==> src/rtl/sf_fbit_pkg.sv <==
package sf_fbit_pkg;

  typedef enum logic [1:0] {
    POS_FBIT  = 2'd0,
    POS_MIMIC = 2'd1,
    POS_YEL   = 2'd2,
    POS_DATA  = 2'd3
  } pos_kind_e;

  // alignment sequence, frame 1 in the MSB
  localparam logic [11:0] SF_ALIGN = 12'b1000_1101_1100;

  function automatic logic align_bit(input logic [3:0] k);
    if (k > 4'd11) return 1'b0;
    return SF_ALIGN[4'd11 - k];
  endfunction

endpackage

==> src/rtl/sf_frame_cnt.sv <==
module sf_frame_cnt #(
  parameter int N_FRAMES = 12,
  localparam int FW = $clog2(N_FRAMES)
) (
  input  logic          clk_i,
  input  logic          rst_ni,
  input  logic          sync_rst_i,
  input  logic          strobe_i,
  output logic [FW-1:0] frame_q_o,
  output logic [FW-1:0] nxt_o
);

  localparam logic [FW-1:0] LAST = FW'(N_FRAMES - 1);

  logic [FW-1:0] frame_q;

  assign nxt_o     = (frame_q == LAST) ? '0 : frame_q + FW'(1);
  assign frame_q_o = frame_q;

  // parked on last frame so the first strobe lands on frame 1
  always_ff @(posedge clk_i or negedge rst_ni) begin
    if (!rst_ni)         frame_q <= LAST;
    else if (sync_rst_i) frame_q <= LAST;
    else if (strobe_i)   frame_q <= nxt_o;
  end

endmodule

==> src/rtl/sf_err_req.sv <==
module sf_err_req (
  input  logic clk_i,
  input  logic rst_ni,
  input  logic req_i,
  input  logic hit_i,
  output logic pend_o
);

  logic req_q;
  logic pend_q;
  logic rise;

  assign rise   = req_i & ~req_q;
  assign pend_o = pend_q;

  always_ff @(posedge clk_i or negedge rst_ni) begin
    if (!rst_ni) begin
      req_q  <= 1'b0;
      pend_q <= 1'b0;
    end else begin
      req_q <= req_i;
      if (rise)       pend_q <= 1'b1;
      else if (hit_i) pend_q <= 1'b0;
    end
  end

endmodule

==> src/rtl/sf_pos_dec.sv <==
module sf_pos_dec
  import sf_fbit_pkg::*;
#(
  parameter int FRAME_BITS = 193,
  parameter int CH_BITS    = 8,
  localparam int CNT_W = $clog2(FRAME_BITS)
) (
  input  logic [CNT_W-1:0] bit_cnt_i,
  output pos_kind_e        kind_o
);

  logic [CNT_W-1:0] ch_off;

  assign ch_off = bit_cnt_i - CNT_W'(1);

  always_comb begin
    if (bit_cnt_i == '0)
      kind_o = POS_FBIT;
    else if (bit_cnt_i == CNT_W'(1))
      kind_o = POS_MIMIC;
    else if (bit_cnt_i < CNT_W'(FRAME_BITS) &&
             (ch_off % CNT_W'(CH_BITS)) == CNT_W'(1))
      kind_o = POS_YEL;
    else
      kind_o = POS_DATA;
  end

endmodule

==> src/rtl/sf_fbit_gen.sv <==
module sf_fbit_gen
  import sf_fbit_pkg::*;
#(
  parameter int FRAME_BITS = 193,
  parameter int N_FRAMES   = 12,
  parameter int CH_BITS    = 8,
  localparam int CNT_W = $clog2(FRAME_BITS),
  localparam int FW    = $clog2(N_FRAMES)
) (
  input  logic             clk_i,
  input  logic             rst_ni,
  input  logic             sync_rst_i,
  input  logic             frame_strobe_i,
  input  logic [CNT_W-1:0] bit_cnt_i,
  input  logic             data_i,
  input  logic             mode_j1_i,
  input  logic             frm_en_i,
  input  logic             mimic_en_i,
  input  logic             yel_force_i,
  input  logic             yel_auto_i,
  input  logic             red_alarm_i,
  input  logic             ft_inv_i,
  input  logic             fs_inv_i,
  output logic             data_o
);

  localparam logic [FW-1:0] LAST = FW'(N_FRAMES - 1);

  pos_kind_e     kind;
  logic [FW-1:0] frame_q;
  logic [FW-1:0] nxt_frame;
  logic [FW-1:0] cur_frame;
  logic          yel_w;
  logic          odd_frame;
  logic          align;
  logic          inv_sel;
  logic          fbit;
  logic          is_f;
  logic [1:0]    inv_req;
  logic [1:0]    hit;
  logic [1:0]    pend;
  logic          f_last_q;
  logic          data_d;

  sf_frame_cnt #(.N_FRAMES(N_FRAMES)) u_cnt (
    .clk_i     (clk_i),
    .rst_ni    (rst_ni),
    .sync_rst_i(sync_rst_i),
    .strobe_i  (frame_strobe_i),
    .frame_q_o (frame_q),
    .nxt_o     (nxt_frame)
  );

  sf_pos_dec #(.FRAME_BITS(FRAME_BITS), .CH_BITS(CH_BITS)) u_pos (
    .bit_cnt_i(bit_cnt_i),
    .kind_o   (kind)
  );

  // index 0: odd-frame request, index 1: even-frame request
  assign inv_req = {fs_inv_i, ft_inv_i};

  for (genvar gi = 0; gi < 2; gi++) begin : g_req
    sf_err_req u_req (
      .clk_i (clk_i),
      .rst_ni(rst_ni),
      .req_i (inv_req[gi]),
      .hit_i (hit[gi]),
      .pend_o(pend[gi])
    );
  end

  assign yel_w     = yel_force_i | (yel_auto_i & red_alarm_i);
  assign cur_frame = frame_strobe_i ? nxt_frame : frame_q;
  assign odd_frame = ~cur_frame[0];
  assign is_f      = (kind == POS_FBIT);

  always_comb begin
    if (mode_j1_i && cur_frame == LAST) align = yel_w;
    else                                align = align_bit(4'(cur_frame));
  end

  assign inv_sel = odd_frame ? pend[0] : pend[1];
  assign fbit    = align ^ inv_sel;
  assign hit[0]  = is_f & frm_en_i &  odd_frame & pend[0];
  assign hit[1]  = is_f & frm_en_i & ~odd_frame & pend[1];

  always_comb begin
    unique case (kind)
      POS_FBIT:  data_d = frm_en_i ? fbit : data_i;
      POS_MIMIC: data_d = (frm_en_i && mimic_en_i) ? f_last_q : data_i;
      POS_YEL:   data_d = (!mode_j1_i && yel_w) ? 1'b0 : data_i;
      default:   data_d = data_i;
    endcase
  end

  always_ff @(posedge clk_i or negedge rst_ni) begin
    if (!rst_ni) begin
      data_o   <= 1'b0;
      f_last_q <= 1'b0;
    end else begin
      data_o <= data_d;
      if (is_f) f_last_q <= data_d;
    end
  end

endmodule

==> config.mk <==
export PLATFORM = sky130hd
export DESIGN_NAME = sf_fbit_gen
export DESIGN_NICKNAME = d
export VERILOG_FILES = /design/src/rtl/sf_fbit_pkg.sv /design/src/rtl/sf_frame_cnt.sv /design/src/rtl/sf_err_req.sv /design/src/rtl/sf_pos_dec.sv /design/src/rtl/sf_fbit_gen.sv
export SDC_FILE = /design/constraint.sdc
export NUM_CORES = 1
export LEC_CHECK = 0
export BUFFER_PORTS_ARGS = -buffer_cell sky130_fd_sc_hd__buf_4
export CAP_MARGIN = 15
export CORE_MARGIN = 2
export CORE_UTILIZATION = 47
export CTS_CLUSTER_DIAMETER = 30
export DETAILED_ROUTE_END_ITERATION = 16
export PLACE_DENSITY = 0.8
export SYNTH_ARGS = -nofsm -noshare
export SYNTH_HDL_FRONTEND = slang
export SYNTH_SLANG_ARGS = --single-unit
==> constraint.sdc <==
create_clock -name clk_i -period 3.3 [get_ports clk_i]
set_clock_uncertainty 0.1 [all_clocks]
set_input_delay 0.33 -clock clk_i [delete_from_list [all_inputs] [get_ports clk_i]]
set_output_delay 0.33 -clock clk_i [all_outputs]
set_load 0.02 [all_outputs]
==> impl_metrics.csv <==
group,metric,value,unit
run_status,status,"complete, no violations",
yosys,yosysWarnings,0,
setup_path,path_class,"reg2reg",
die,die_area,1670,sq um
route,avgViaCountPerCell,5.30,
layout,multiInputGateArea,365,sq um
route,wl_per_cell,11.5,microns
setup_path,crit_required,3340,ps
yosys,yosysSeqAreaShare,39.8,%
timing,setup_violations,0,
die,coreArea,1280,sq um
run,drv_cap,0,
yosys,ys_seq_elements,10,
setup_path,cp_cell_sequence,"ha_1 > nor4bb_1 > nor2_1 > ha_1 > a31o_1 > a221oi_1 > o211a_2 > nor4_2 > or3_1",
yosys,synth_edf_count,0,
route,drcViolationCount,0,
clocking,cts_buffers,3,
clocking,clock_path_buffers,2,
layout,syn_to_final_growth,34.9,%
yosys,post-synth-top-area-fraction,27.5,%
power,power_density,402,nW/um^2
clocking,clk_pin_slew,70,ps
yosys,ys_top_cells_by_area,"dfrtp_1, dfstp_2, ha_1",
die,start_util,49.7,%
layout,n_fill_cell,122,
yosys,synth_top_flop_cell,"dfrtp_1",
clocking,clock-root-buffer,"clkbuf_4",
clocking,cts_hold_buffers,1,
clocking,clk_latency,260,ps
timing,worstMarginPinSlew,346,ps
route,dr.pass1.iters,4,
setup_path,slowest_stage,"dfstp_2",
timing,rsz0062_at_grt,"false",
timing,finalCritPeriodShare,86.1,%
worst_hold_path,holdCritPathClass,"in2reg",
grt,antenna_found_initial,0,
setup_path,critical_path.max_stage_delay,550,ps
grt,grt_pass1_wl,1.83,mm
yosys,synth_area,638,sq um
setup_path,cp-start-kind,"flip-flop",
yosys,synth_commonest_cells,"dfrtp_1, inv_1, nand2_1",
place,dp_hpwl,1.00,mm
layout,fin_nets,118,
setup_path,critPathCaptureType,"flip-flop",
yosys,synthCells,67,
yosys,syn_area_per_cell,9.52,sq um
grt,grt-ovfl-total,0,
timing,max_freq,352,MHz
power,total_power,0.000346,W
place,place.gp.congestion,0.772,
power,leakage,0.402,nW
clocking,postCtsSetupRepairBufs,0,
route,antenna_left,0,
setup_path,cpLargestDelayFamily,"simple AND/OR/NAND/NOR gates",
yosys,synth_nets,91,
setup_path,worstPathArrival,2880,ps
yosys,ys_async_sr_fraction,100,%
die,die_h,40.8,microns
timing,finalMaxSlewViolations,0,
die,die_x,40.8,microns
setup_path,path_max_fanout,4,
timing,fin_setup_tns,0,ps
clocking,cts_tree,"built",
layout,diodes,0,
layout,drive_gt1_share,37.6,%
route,dr_total_vias,572,
timing,layout_min_cycle_time,2840,ps
clocking,cts_sinks,10,
setup_path,cp_common_cell,"ha_1",
layout,ff_latch_area,254,sq um
route,drt-initial-drc-count,9,
grt,grt_pass1_vias,466,
route,finalWirelength,1.24,mm
yosys,synthDistinctLibCells,34,
setup_path,worst-path-buf-inv,0,
yosys,synth.most_common_cell,"dfrtp_1",
grt,grtUsageTotal,17.3,%
power,irDropWorstVdd,0.000255,V
clocking,cts-resized-gates,0,
grt,grt_max_degree,11,
timing,max-slew-margin-rel,76.7,%
timing,hold_viol,0,
yosys,synth_top_area_cell,"dfrtp_1",
die,rows,13,
place,io_buffers,21,
die,pin_count,22,
clocking,htreeDepth,1,
routing by layer:
| layer | up-vias | global-route usage [%] | wire (microns) |
|---|---|---|---|
| li1 | 298 | - | - |
| met1 | 255 | 21.5 | 596 |
| met2 | 17 | 25.4 | 554 |
| met3 | 2 | 3.26 | 72 |
| met4 | 0 | 15.0 | 14 |
| met5 | - | 0 | 0 |
state kept, by name, summed over array words and instances, names as in the netlist:
signal              cells
u_cnt.frame_q_o         4
data_o                  1
f_last_q                1
g_req.u_req.req_q       2
g_req.u_req.pend_o      2
worst paths after layout:
kind / start / slack [ps] / cells after the start / end
min in group asynchronous: rst_ni / 340 / 2 / g_req[1].u_req.pend_o$_DFFE_PN0P_
worst max register to register: u_cnt.frame_q_o[0]$_DFF_PN1_ / 460 / 9 / data_o$_DFF_PN0_
max in group asynchronous: rst_ni / 2550 / 2 / u_cnt.frame_q_o[0]$_DFF_PN1_
worst max-delay path: u_cnt.frame_q_o[0]$_DFF_PN1_ / 460 / 9 / data_o$_DFF_PN0_
worst min-delay path: fs_inv_i / 80 / 1 / g_req[1].u_req.req_q$_DFF_PN0_
worst min register to register: g_req[0].u_req.req_q$_DFF_PN0_ / 310 / 1 / g_req[0].u_req.pend_o$_DFFE_PN0P_
where the power goes:
group | internal [W] | total, W | switching (W)
sequential | 0.000136 | 0.000143 | 0.00000726
combinational | 0.0000499 | 0.0000952 | 0.0000453
clock | 0.0000669 | 0.000107 | 0.0000405
total | 0.000253 | 0.000346 | 0.0000931
through the flow:
step	instances	utilization, %	cell area, sq um	setup WS [ps]	hold WS (ps)
floorplan	67	-	638	624	-65.6
global placement	103	63.4	815	523	62.3
detailed placement	103	63.4	815	476	60.0
CTS	108	67.0	861	460	69.7
global route	108	67.0	861	287	63.8
finish	108	67.0	861	457	79.2
cells by family (layout without fill, tap and decap cells):
group	count (synthesis)	in the layout	synth area share [%]
flip-flops	10	10	39.8
AO/OA/AOI/OAI	16	16	16.1
AND/OR/NAND/NOR	29	29	28.8
buffers and inverters	5	31	2.94
adder cells (fa/ha/maj)	3	3	5.88
XOR/XNOR	1	1	1.37
multiplexers	3	3	5.10
final cells by class:
class	instances	area share (%)
Clock buffer	4	4.22
Timing Repair Buffer	22	19.5
Inverter	5	2.18
Multi-Input combinational cell	52	42.4
Tap cell	15	2.18
Sequential cell	10	29.5
cells in the final DEF, fill, tap and decap left out, types with 2 or more instances in the layout:
cell      netlist  routed
ha_1            3       3
mux2_2          2       2
dfstp_2         3       3
nand2_1         5       5
clkbuf_4        0       3
inv_1           5       5
nor4_1          2       2
a21oi_1         2       2
a21boi_0        2       2
dfrtp_1         7       7
o21ai_1         4       4
or3_1           2       2
buf_4           0      21
nor2b_1         2       2
nand2b_1        2       2
nor2_1          3       3
o21ai_0         3       3
or2_2           2       2
worst reg2reg max path: stages, from the launching register on:
cell	delay, ps
dfstp_2	550
ha_1	200
nor4bb_1	350
nor2_1	130
ha_1	230
a31o_1	200
a221oi_1	350
o211a_2	230
nor4_2	50
or3_1	320
(Power assumes the default switching activity.)
